<file path="src/rtl/bus_reg_pkg.sv">
package bus_reg_pkg;

  typedef enum logic [1:0] {
    CELL_HOLD    = 2'd0,
    CELL_FLOW    = 2'd1,
    CELL_CAPTURE = 2'd2
  } cell_mode_e;

  // A falling edge: older sample high, newer sample low.
  function automatic logic edge_is_fall(input logic older, input logic newer);
    return older & ~newer;
  endfunction

  // Transparency wins over a strobe edge in the same cycle.
  function automatic cell_mode_e pick_mode(input logic open, input logic fall);
    if (open)      return CELL_FLOW;
    else if (fall) return CELL_CAPTURE;
    else           return CELL_HOLD;
  endfunction

  // Normalise a drive control of either polarity to active high.
  function automatic logic drive_active(input logic ctl, input logic active_low);
    return active_low ? ~ctl : ctl;
  endfunction

endpackage

</file>
<file path="src/rtl/bus_strobe_sync.sv">
module bus_strobe_sync #(
  parameter int STAGES = 2
) (
  input  logic clk,
  input  logic rst,
  input  logic strobe_i,
  output logic fall_o
);
  import bus_reg_pkg::*;

  localparam int LAST = STAGES - 1;

  logic [LAST:0] sr;
  logic          older;

  always_ff @(posedge clk) begin
    if (rst) sr[0] <= 1'b0;
    else     sr[0] <= strobe_i;
  end

  genvar g;
  generate
    for (g = 1; g < STAGES; g++) begin : g_stage
      always_ff @(posedge clk) begin
        if (rst) sr[g] <= 1'b0;
        else     sr[g] <= sr[g-1];
      end
    end
  endgenerate

  always_ff @(posedge clk) begin
    if (rst) older <= 1'b0;
    else     older <= sr[LAST];
  end

  assign fall_o = edge_is_fall(older, sr[LAST]);

endmodule

</file>
<file path="src/rtl/bus_store_cell.sv">
module bus_store_cell #(
  parameter int W = 18
) (
  input  logic         clk,
  input  logic         rst,
  input  logic         open_i,
  input  logic         fall_i,
  input  logic [W-1:0] din_i,
  output logic [W-1:0] q_o
);
  import bus_reg_pkg::*;

  cell_mode_e mode;

  always_comb mode = pick_mode(open_i, fall_i);

  always_ff @(posedge clk) begin
    if (rst) begin
      q_o <= '0;
    end else begin
      case (mode)
        CELL_FLOW, CELL_CAPTURE: q_o <= din_i;
        default:                 q_o <= q_o;
      endcase
    end
  end

endmodule

</file>
<file path="src/rtl/bus_dir_path.sv">
module bus_dir_path #(
  parameter int W           = 18,
  parameter int SYNC_STAGES = 2,
  parameter bit DRIVE_LOW   = 1'b0
) (
  input  logic         clk,
  input  logic         rst,
  input  logic [W-1:0] src_i,
  input  logic         open_i,
  input  logic         strobe_i,
  input  logic         drive_ctl_i,
  output logic [W-1:0] data_o,
  output logic         drive_o,
  output logic [W-1:0] store_o,
  output logic         fall_o
);
  import bus_reg_pkg::*;

  logic en_q;

  bus_strobe_sync #(.STAGES(SYNC_STAGES)) u_sync (
    .clk      (clk),
    .rst      (rst),
    .strobe_i (strobe_i),
    .fall_o   (fall_o)
  );

  bus_store_cell #(.W(W)) u_cell (
    .clk    (clk),
    .rst    (rst),
    .open_i (open_i),
    .fall_i (fall_o),
    .din_i  (src_i),
    .q_o    (store_o)
  );

  always_ff @(posedge clk) begin
    if (rst) en_q <= 1'b0;
    else     en_q <= drive_active(drive_ctl_i, DRIVE_LOW);
  end

  assign drive_o = en_q;
  assign data_o  = en_q ? store_o : '0;

endmodule

</file>
<file path="src/rtl/dual_bus_register.sv">
module dual_bus_register #(
  parameter int W           = 18,
  parameter int SYNC_STAGES = 2
) (
  input  logic         clk,
  input  logic         rst,
  input  logic [W-1:0] a_in,
  input  logic [W-1:0] b_in,
  input  logic         a2b_open,
  input  logic         a2b_strobe,
  input  logic         a2b_drive,
  input  logic         b2a_open,
  input  logic         b2a_strobe,
  input  logic         b2a_drive_n,
  output logic [W-1:0] b_data_o,
  output logic         b_drive_o,
  output logic [W-1:0] a_data_o,
  output logic         a_drive_o
);

  // Named internal events, brought out for the checker.
  logic [W-1:0] ab_store;
  logic [W-1:0] ba_store;
  logic         ab_fall;
  logic         ba_fall;

  bus_dir_path #(.W(W), .SYNC_STAGES(SYNC_STAGES), .DRIVE_LOW(1'b0)) u_a2b (
    .clk         (clk),
    .rst         (rst),
    .src_i       (a_in),
    .open_i      (a2b_open),
    .strobe_i    (a2b_strobe),
    .drive_ctl_i (a2b_drive),
    .data_o      (b_data_o),
    .drive_o     (b_drive_o),
    .store_o     (ab_store),
    .fall_o      (ab_fall)
  );

  bus_dir_path #(.W(W), .SYNC_STAGES(SYNC_STAGES), .DRIVE_LOW(1'b1)) u_b2a (
    .clk         (clk),
    .rst         (rst),
    .src_i       (b_in),
    .open_i      (b2a_open),
    .strobe_i    (b2a_strobe),
    .drive_ctl_i (b2a_drive_n),
    .data_o      (a_data_o),
    .drive_o     (a_drive_o),
    .store_o     (ba_store),
    .fall_o      (ba_fall)
  );

endmodule

</file>
<file path="config.mk">
export PLATFORM = sky130hd
export DESIGN_NAME = dual_bus_register
export DESIGN_NICKNAME = d
export VERILOG_FILES = /design/src/rtl/bus_reg_pkg.sv /design/src/rtl/bus_strobe_sync.sv /design/src/rtl/bus_store_cell.sv /design/src/rtl/bus_dir_path.sv /design/src/rtl/dual_bus_register.sv
export SDC_FILE = /design/constraint.sdc
export NUM_CORES = 1
export LEC_CHECK = 0
export BUFFER_PORTS_ARGS = -buffer_cell sky130_fd_sc_hd__buf_2
export CORE_MARGIN = 4
export CORE_UTILIZATION = 52
export DETAILED_ROUTE_END_ITERATION = 12
export GPL_ROUTABILITY_DRIVEN = 0
export PLACE_DENSITY_LB_ADDON = 0.05
export SETUP_SLACK_MARGIN = 0.5
export SYNTH_ARGS = -nofsm -noshare
export SYNTH_HDL_FRONTEND = slang
export SYNTH_SLANG_ARGS = --single-unit
</file>
<file path="constraint.sdc">
create_clock -name clk -period 1.75 [get_ports clk]
set_input_delay 0.0875 -clock clk [delete_from_list [all_inputs] [get_ports clk]]
set_output_delay 0.0875 -clock clk [all_outputs]
set_load 0.1 [all_outputs]
</file>
==> impl_metrics.tcl <==
set metrics [dict create \
    timing.reg2reg.worst_path_depth 4 \
    run_status "finished clean" \
    maximum_operating_frequency_mhz 798 \
    finalCritPeriodShare_pct 71.6 \
    placed_cells 334 \
    capturing_point_of_the_worst_reg2reg_path "u_b2a.u_cell.q_o[3]" \
    slew_headroom_pct 68.3 \
    number_of_global_route_vias_before_repair 1596 \
    ctsHtreeMaxLevel 2 \
    skew_ps 5.95 \
    place.port_buffers 81 \
    fin_setup_tns_ps 0 \
    finalNetCount 346 \
    cts_tree "yes" \
    die-height_um 71.4 \
    max-vdd-ir-drop_mv 0.649 \
    std_cell_rows 22 \
    drtAntennaViolNets 0 \
    worst_skew_pair.late_latency_ps 300 \
    min_period_ps 1250 \
    grt_first_pass_wirelength_um 7330 \
    worstSetupEndpoint "b_data_o[1]" \
    power_density_mw_per_mm2 689 \
    yosys.cell_types.count 12 \
    fp.dieW_um 71.4 \
    drv.max_cap_violation_count 0 \
    proportion_of_synthesized_chip_area_in_sequential_cells_pct 42.2 \
    top_level_ports 82 \
    grt_start_max_net_pins 38 \
    cts_root_buffer "clkbuf_8" \
    dp.final_hpwl_um 2830 \
    drt_first_pass_iters 4 \
    worstHoldPathType "primary input to flop" \
    mappedNetlistArea_mm2 0.00209 \
    start_util_pct 55.3 \
    clk_path_buf_depth 2 \
    report.final.slew_viol_count 0 \
    final_cells 351 \
    worst_slew_pin_slew_ps 475 \
    crit_path_max_fanout 8 \
    routedWlPerCell_um 13.8 \
    rrSetupSlack_ps 630 \
    numClockSinks 44 \
    routed_vias_inst 4.66 \
    total_leakage_power_uw 0.00147 \
    antenna_found_initial 0 \
    flow.area_growth_from_synthesis_pct 58.7 \
    core-area_mm2 0.00377 \
    rsz0062_at_grt "true" \
    setup-violations-final 0 \
    cts_inserted_buffers 5 \
    ant_cells 0 \
    wl_um 4830 \
    yosysWarningCount 0 \
    total_power_uw 2280 \
    die-area_mm2 0.00509 \
    worst-endpoint-required_ps 1660 \
    mappedNetlistNets 258 \
    grt.overflow.total 0 \
    avgSynthCellArea_um2 9.75 \
    setup.worst_path.end_class "output pin" \
    clk_transition_reported_paths_ps 80 \
    cp_data_arrival_time_ps 1160 \
    startpoint_of_the_worst_slack_reg_to_reg_timing_path "u_b2a.u_sync.sr[1]" \
    drcViolationCount 0 \
    drive_gt1_share_pct 45.5 \
    vias 1635 \
    synth.ff_latch_count 44 \
    critPathLaunch "u_a2b.drive_o" \
    detail_route.iter0.violations 102 \
    timing.critical_path.from_type "flop" \
    hold_violations 0 \
    global_route.usage.total_pct 18.2 \
    worstSetupPathType "flop to output pin" \
    syn_inst 214 \
]
==> worst max-delay path, stage by stage (launching register included) <==
cell	delay, ps
dfxtp_4	370
buf_12	130
and2_2	200
buf_12	170
==> cells by family after synthesis <==
| family | after synthesis | share of synthesized area [%] |
|---|---|---|
| compound gates | 2 | 0.839 |
| buf+inv | 16 | 5.28 |
| flops | 44 | 42.2 |
| mux | 36 | 17.3 |
| simple gates | 116 | 34.4 |
==> flip-flops by register name, indices dropped and copies added, names as in the netlist <==
signal	flops
u_b2a.u_sync.sr	2
u_b2a.u_sync.older	1
u_a2b.u_sync.sr	2
u_a2b.u_sync.older	1
u_b2a.drive_o	1
u_a2b.drive_o	1
u_a2b.u_cell.q_o	18
u_b2a.u_cell.q_o	18
==> how the worst min path moves through the flow <==
stage               slack (ps)                  end   startpoint  cells after the start
floorplan                  150        u_b2a.drive_o  b2a_drive_n                      1
global placement           250        u_b2a.drive_o  b2a_drive_n                      2
detailed placement         240        u_b2a.drive_o  b2a_drive_n                      2
CTS                         30  u_a2b.u_cell.q_o[2]      a_in[2]                      3
global route                30  u_a2b.u_cell.q_o[2]      a_in[2]                      3
finish                      30  u_a2b.u_cell.q_o[2]      a_in[2]                      3
==> stage by stage <==
step / hold WS [ps] / util, % / area (um2) / setup slack, ps
2_1_floorplan: 150 / - / 2170 / 523
3_3_place_gp: 246 / 68.3 / 2580 / 637
5_1_grt: 31.6 / 87.8 / 3310 / 455
3_5_place_dp: 239 / 68.3 / 2580 / 639
4_1_cts: 32.2 / 82.8 / 3120 / 448
6_report: 34.7 / 87.8 / 3310 / 498
==> routing by layer <==
metal / GRT usage (%) / wire length [um]
met1: 24.1 / 2050
met2: 29.0 / 2430
met3: 3.93 / 304
met4: 6.89 / 46
met5: 0 / 0
==> timing repair <==
item	4_1_cts	5_1_grt
hold buffers	4	0
setup buffers	5	0
pin swaps	0	0
endpoints found under the hold margin	4	0
gates resized for setup	110	44
endpoints found under the setup margin	38	30
==> synth_stat cells <==
library cell  number  share of area, %
nor2_1             3              0.54
nand2b_1          72                22
mux2i_1           36                17
buf_6              2               1.1
dfxtp_1           44                42
buf_12             2               1.9
nor2b_1            5               1.5
buf_2              2              0.48
a21oi_2            2              0.84
clkbuf_1           8               1.4
and2_1            36                11
inv_1              2              0.36
==> area by class of cell <==
| class | count | area (um2) |
|---|---|---|
| multi-input cells | 154 | 1180 |
| well taps | 48 | 60.1 |
| clock buffers | 5 | 68.8 |
| flip-flops and latches | 44 | 888 |
| inverters | 2 | 7.51 |
| clock inverters | 3 | 18.8 |
| repair buffers | 95 | 1090 |
| fillers | 191 | 459 |
==> cells in the final DEF, fill, tap and decap left out, drive strengths merged <==
| master | instances |
|---|---|
| a21oi | 2 |
| dfxtp | 44 |
| inv | 2 |
| nand2b | 72 |
| clkinvlp | 2 |
| clkinv | 1 |
| buf | 91 |
| dlygate4sd3 | 4 |
| clkbuf | 5 |
| nor2b | 5 |
| mux2i | 36 |
| nor2 | 3 |
| and2 | 36 |
==> where the power goes <==
group          switching (uW)  internal, uW  total, uW
registers                33.5          1060       1100
clock network             345           276        621
logic                     312           251        563
total                     691          1590       2280
Note: power is estimated with default switching activity, not from simulation.
